$ cat src/rtl/brt_pkg.sv
package brt_pkg;
  typedef enum logic [1:0] {
    OP_IDLE = 2'd0,
    OP_HIT  = 2'd1,
    OP_ACT  = 2'd2,
    OP_PRE  = 2'd3
  } brt_op_e;
endpackage

$ cat src/rtl/brt_bank.sv
module brt_bank #(
  parameter int ROW_W  = 14,
  parameter int HIST_W = 4
) (
  input  logic              clk,
  input  logic              rst_n,
  input  logic              do_open,
  input  logic              do_close,
  input  logic [ROW_W-1:0]  load_row,
  output logic [HIST_W-1:0] hist,
  output logic [ROW_W-1:0]  row,
  output logic              is_open
);
  always_ff @(posedge clk) begin
    if (!rst_n) begin
      hist <= '0;
      row  <= '0;
    end else if (do_open) begin
      hist <= {hist[HIST_W-2:0], 1'b1};
      row  <= load_row;
    end else if (do_close) begin
      hist <= {hist[HIST_W-2:0], 1'b0};
    end
  end

  assign is_open = hist[0];

  AST_OPEN_LOADS: assert property (@(posedge clk) disable iff (!rst_n)
    do_open |=> (is_open && row == $past(load_row)));
  AST_QUIET_HOLDS: assert property (@(posedge clk) disable iff (!rst_n)
    (!do_open && !do_close) |=> ($stable(hist) && $stable(row)));
endmodule

$ cat src/rtl/brt_lookup.sv
module brt_lookup
  import brt_pkg::*;
#(
  parameter int BANK_W = 3,
  parameter int ROW_W  = 14,
  localparam int NBANK = 1 << BANK_W
) (
  input  logic                        req_valid,
  input  logic [BANK_W-1:0]           req_bank,
  input  logic [ROW_W-1:0]            req_row,
  input  logic [NBANK-1:0]            open_v,
  input  logic [NBANK-1:0][ROW_W-1:0] rows,
  output brt_op_e                     op
);
  always_comb begin
    if (!req_valid)                     op = OP_IDLE;
    else if (!open_v[req_bank])         op = OP_ACT;
    else if (rows[req_bank] == req_row) op = OP_HIT;
    else                                op = OP_PRE;
  end
endmodule

$ cat src/rtl/brt_spec.sv
module brt_spec #(
  parameter int BANK_W = 3,
  parameter int ROW_W  = 14
) (
  input  logic              clk,
  input  logic              rst_n,
  input  logic              accept,
  input  logic              take,
  input  logic              flush,
  input  logic [BANK_W-1:0] req_bank,
  input  logic [ROW_W-1:0]  req_row,
  output logic              pend,
  output logic [BANK_W-1:0] bank,
  output logic [ROW_W-1:0]  row
);
  always_ff @(posedge clk) begin
    if (!rst_n) begin
      pend <= 1'b0;
      bank <= '0;
      row  <= '0;
    end else if (flush) begin
      pend <= 1'b0;
    end else if (accept) begin
      pend <= 1'b1;
      bank <= req_bank + 1'b1;
      row  <= req_row;
    end else if (take) begin
      pend <= 1'b0;
    end
  end

  AST_NEXT_BANK: assert property (@(posedge clk) disable iff (!rst_n)
    (accept && !flush) |=> (pend && bank == BANK_W'($past(req_bank) + 1'b1)));
  AST_FLUSH_DISARMS: assert property (@(posedge clk) disable iff (!rst_n)
    flush |=> !pend);
endmodule

$ cat src/rtl/bank_row_tracker.sv
module bank_row_tracker
  import brt_pkg::*;
#(
  parameter int BANK_W = 3,
  parameter int ROW_W  = 14,
  parameter int HIST_W = 4,
  localparam int NBANK = 1 << BANK_W
) (
  input  logic                    clk,
  input  logic                    rst_n,
  input  logic                    req_valid,
  input  logic [BANK_W-1:0]       req_bank,
  input  logic [ROW_W-1:0]        req_row,
  output logic                    req_ready,
  output logic [1:0]              cmd_op,
  output logic [BANK_W-1:0]       cmd_bank,
  output logic [ROW_W-1:0]        cmd_row,
  input  logic                    iss_act,
  input  logic                    iss_pre,
  output logic                    spec_valid,
  output logic [BANK_W-1:0]       spec_bank,
  output logic [ROW_W-1:0]        spec_row,
  input  logic                    spec_iss,
  input  logic                    rfsh_close,
  output logic [NBANK*HIST_W-1:0] bank_hist
);
  logic [NBANK-1:0]            open_v, do_open, do_close;
  logic [NBANK-1:0][ROW_W-1:0] rows;
  logic [ROW_W-1:0]            load_row;
  brt_op_e                     op;
  logic                        spec_pend, accept, pre_go, act_go, spec_go;

  brt_lookup #(.BANK_W(BANK_W), .ROW_W(ROW_W)) u_lookup (
    .req_valid(req_valid), .req_bank(req_bank), .req_row(req_row),
    .open_v(open_v), .rows(rows), .op(op)
  );

  assign cmd_op    = op;
  assign cmd_bank  = req_bank;
  assign cmd_row   = req_row;
  assign req_ready = (op == OP_HIT);
  assign accept    = req_valid && req_ready && !rfsh_close;

  // one tracker event per cycle: refresh, then demand, then speculative
  assign pre_go  = iss_pre && (op == OP_PRE) && !rfsh_close;
  assign act_go  = iss_act && (op == OP_ACT) && !rfsh_close;
  assign spec_go = spec_iss && spec_valid && !rfsh_close && !pre_go && !act_go;
  assign load_row = act_go ? req_row : spec_row;

  brt_spec #(.BANK_W(BANK_W), .ROW_W(ROW_W)) u_spec (
    .clk(clk), .rst_n(rst_n), .accept(accept), .take(spec_go),
    .flush(rfsh_close), .req_bank(req_bank), .req_row(req_row),
    .pend(spec_pend), .bank(spec_bank), .row(spec_row)
  );

  assign spec_valid = spec_pend && !open_v[spec_bank];

  for (genvar g = 0; g < NBANK; g++) begin : g_bank
    assign do_close[g] = rfsh_close || (pre_go && req_bank == BANK_W'(g));
    assign do_open[g]  = (act_go && req_bank == BANK_W'(g)) ||
                         (spec_go && spec_bank == BANK_W'(g));
    brt_bank #(.ROW_W(ROW_W), .HIST_W(HIST_W)) u_bank (
      .clk(clk), .rst_n(rst_n), .do_open(do_open[g]), .do_close(do_close[g]),
      .load_row(load_row), .hist(bank_hist[g*HIST_W +: HIST_W]),
      .row(rows[g]), .is_open(open_v[g])
    );
  end

  AST_PRE_CLOSES: assert property (@(posedge clk) disable iff (!rst_n)
    pre_go |=> !open_v[$past(req_bank)]);
  AST_REFRESH_ALL: assert property (@(posedge clk) disable iff (!rst_n)
    rfsh_close |=> (open_v == '0));
  AST_DEMAND_FIRST: assert property (@(posedge clk) disable iff (!rst_n)
    (act_go && spec_iss && spec_valid && spec_bank != req_bank) |=> spec_valid);
  AST_ONE_EVENT: assert property (@(posedge clk) disable iff (!rst_n)
    !rfsh_close |-> $countones(do_open | do_close) <= 1);
endmodule

$ cat config.mk
export PLATFORM = sky130hd
export DESIGN_NAME = bank_row_tracker
export DESIGN_NICKNAME = d
export VERILOG_FILES = /design/src/rtl/brt_pkg.sv /design/src/rtl/brt_bank.sv /design/src/rtl/brt_lookup.sv /design/src/rtl/brt_spec.sv /design/src/rtl/bank_row_tracker.sv
export SDC_FILE = /design/constraint.sdc
export NUM_CORES = 1
export LEC_CHECK = 0
export ABC_AREA = 1
export CORE_MARGIN = 2
export CORE_UTILIZATION = 39
export DETAILED_ROUTE_END_ITERATION = 10
export GPL_TIMING_DRIVEN = 0
export HOLD_SLACK_MARGIN = 0.06
export PLACE_DENSITY_LB_ADDON = 0.12
export SKIP_LAST_GASP = 1
export SYNTH_ARGS = -nofsm -noshare
export SYNTH_HDL_FRONTEND = slang
export SYNTH_HIERARCHICAL = 1
export SYNTH_SLANG_ARGS = --single-unit
$ cat constraint.sdc
create_clock -name clk -period 4.2 [get_ports clk]
set_input_delay 0.84 -clock clk [delete_from_list [all_inputs] [get_ports clk]]
set_output_delay 0.84 -clock clk [all_outputs]
set_load 0.05 [all_outputs]
==> metrics <==
flop2flop setup slack approximately 1.2 ns; ys flop type dfxtp_1; clock skew 0.0102 ns; clock tree buffer depth 2; RSZ-0062 raised after global routing false; CP top delay family buffers and inverters; top-area cell type share of the netlist area 38.6%; aggregate global routing overflow 0; Worst EP arrival around 3.3 ns; first-pass GRT wire length 40,800 um; area share of fa/ha/maj cells after synthesis 0.149%; met3 Use GR 3.24%; final setup violation count 0; most frequent cells after synthesis nor2_1, nand2_1, dfxtp_1; synthesized area per cell 6.24 sq um; simple-gate share of the synthesized area between 30 and 40%; Post-Synthesis Cells 1,345; Clk pin slew, worst setup/hold paths 0.07 ns; setup TNS 0 ns; Hold Fails Final Rpt 0; RR Startpoint g_bank[7].u_bank/hist[0]; gpl congestion 0.911; FP Rows 53; share of layout cells above drive strength 1 9.59%; Multi-input gate area between 4000 and 5000 sq um; FMAX ~0.24 GHz; Buffers on Ports 93; Reg area roughly 3200 sq um; mux cell area share after synthesis 0%; # diodes 0; WL/cell approximately 15 um; post-synthesis sequential area ratio 38.6%; Synth warnings 6; routed via count 8,505; cell area after synthesis 8400 sq um; part of the cycle the worst path needs 97.6%; Worst path max stage delay 0.56 ns; post-synth cell types 26; crit end category primary output; CTS Sinks around 160; # DRC 0; Top cell by count, worst path nand2_1; slowest cell on the critical path clkdlybuf4s50_1; Antenna Nets Post-Route 0; Worst Hold Class reg2reg; post-synthesis xor/xnor area fraction 0%; fin nets 1,483; Max VDD drop 0.000255 V; Routed Wire Length 26,700 um; Compound-Gate Fraction of Synth Area 9.19%; number of synthesized register bits between 150 and 200; largest family of logic cells by synthesized area simple AND/OR/NAND/NOR gates; antenna violations before repair 0; Synth area leader dfxtp_1; TritonCTS Buffers 17; PD cells 354 nW/um^2; vias in the first global route 7,423; full die area between 20,000 and 25,000 sq um; Most Crowded Layer GR met2; Final min period 4.10 ns; Die H approximately 150 um; Max Fanout on Critical Path 10; Slew HR 51.6%; CTS tree yes; largest net degree at the start of global routing 59; critical path, cell by cell clkdlybuf4s50_1 -> buf_6 -> inv_4 -> buf_4 -> nand2_1 -> nand3_1 -> nand2_1 -> nand2_1 -> nand2_1 -> nor2_1 -> nand2_1 -> nor2_2 -> a21oi_4 -> clkdlybuf4s18_2; Root Buffer clkbuf_16; number of detailed-route iterations in the first pass 5; final count of pins violating max slew 0; Top Ports 94; HPWL Detailed 19,600 um; area grow syn2layout 23.4%; number of flops mapped to enable cells by yosys 0; Tot GR Track Use 23.7%; synthesized net count 1,370; Setup CP Type in2out; max-cap violations 0; 1st-iter DRT viols 732; H-Tree Depth 4; CP startpoint kind primary input; status complete, no violations; count leader, synth nor2_1; clk_lat worst skew 0.43 ns; Starting Density 39.8%; Async SR Flop Fraction 0%; Worst-Margin Slew 0.716 ns; fillers 2,217; core box area 21,100 sq um; hold_sp u_spec/pend; die extent in x 151 um; M2 GR Usage 38.2%; crit path buf inv count 5; Worst Path Required between 3 and 4 ns; crit path from req_bank[1]; Util after Layout 49.1%; top cells by area, synth dfxtp_1, nor2_1, nand2_1, o21ai_0, inv_1; via density per instance 4.87; met1 usage roughly 33%; Pleak 5.08 nW
[routing by layer]
metal / up-vias / wire length [um]
li1: 4342 / -
met3: 35 / 1380
met5: - / 0
met4: 0 / 582
met2: 221 / 12200
met1: 3907 / 12500
[sequential cells by signal, summed over array words and instances (netlist names)]
register,cells
u_spec/bank,3
g_bank.u_bank/hist,32
g_bank.u_bank/row,112
u_spec/row,14
u_spec/pend,1
[logic make-up after synthesis]
kind of cell / after synthesis
buf+inv: 233
flops: 162
compound gates: 142
simple gates: 807
fa+ha+maj: 1
[report_power, final]
part           switching [mW]  total (mW)  leakage (nW)  internal [mW]
combinational           0.336       0.500          3.48          0.164
clock                   0.682        1.58         0.283          0.903
sequential             0.0167        1.58          1.31           1.56
[final timing paths]
check / end / depth (start not counted)
worst min-delay path: u_spec/pend / 2
worst max register to register: g_bank[2].u_bank/row[3] / 20
worst max-delay path: cmd_op[1] / 14
worst min register to register: u_spec/pend / 2
[area by class of cell]
cell class	count	share of cell area, %
tap	275	3.32
inverter	151	5.55
clock inverter	12	1.42
timing repair buffer	94	9.07
buffer	82	5.86
sequential	162	31.3
multi-input combinational	950	39.2
clock buffer	19	4.27
[worst min-delay path, stage by stage, from the launching register on]
cell and delay [ns]:
dfxtp_1 0.31, nand2_1 0.06, a21oi_1 0.05
[cells in the final DEF (no fill, tap or decap), drive strengths merged]
cell type and n:
clkdlybuf4s50 87, nand3 66, clkdlybuf4s18 1, nand4 18
o21ai 121, nor2 356, inv 155, dfxtp 162
nand2 355, clkinv 3, ha 1, and2 1
a21oi 5, nand3b 10, and3 1, a21boi 8
bufinv 2, buf 73, clkbuf 31, clkinvlp 3
o41ai 8, dlygate4sd2 3
[timing repair]
item                                    in CTS  in global routing
pin swaps                                    0                  0
hold buffers                                 0                  0
gates resized for setup                     29                 17
setup buffers                                0                  0
endpoints found under the setup margin     147                128
[per-stage QoR]
stage,power [mW],worst slack [ns],hold WS (ns),cells,area (sq um)
2_1_floorplan,1.92,0.117,0.434,1345,8400
3_3_place_gp,2.10,-1.07,0.452,1713,9670
3_5_place_dp,2.10,-1.05,0.455,1714,9690
4_1_cts,3.69,0.0199,0.465,1745,10300
5_1_grt,3.81,0.00940,0.504,1745,10400
6_report,3.67,0.0990,0.460,1745,10400
(Power assumes the default switching activity.)
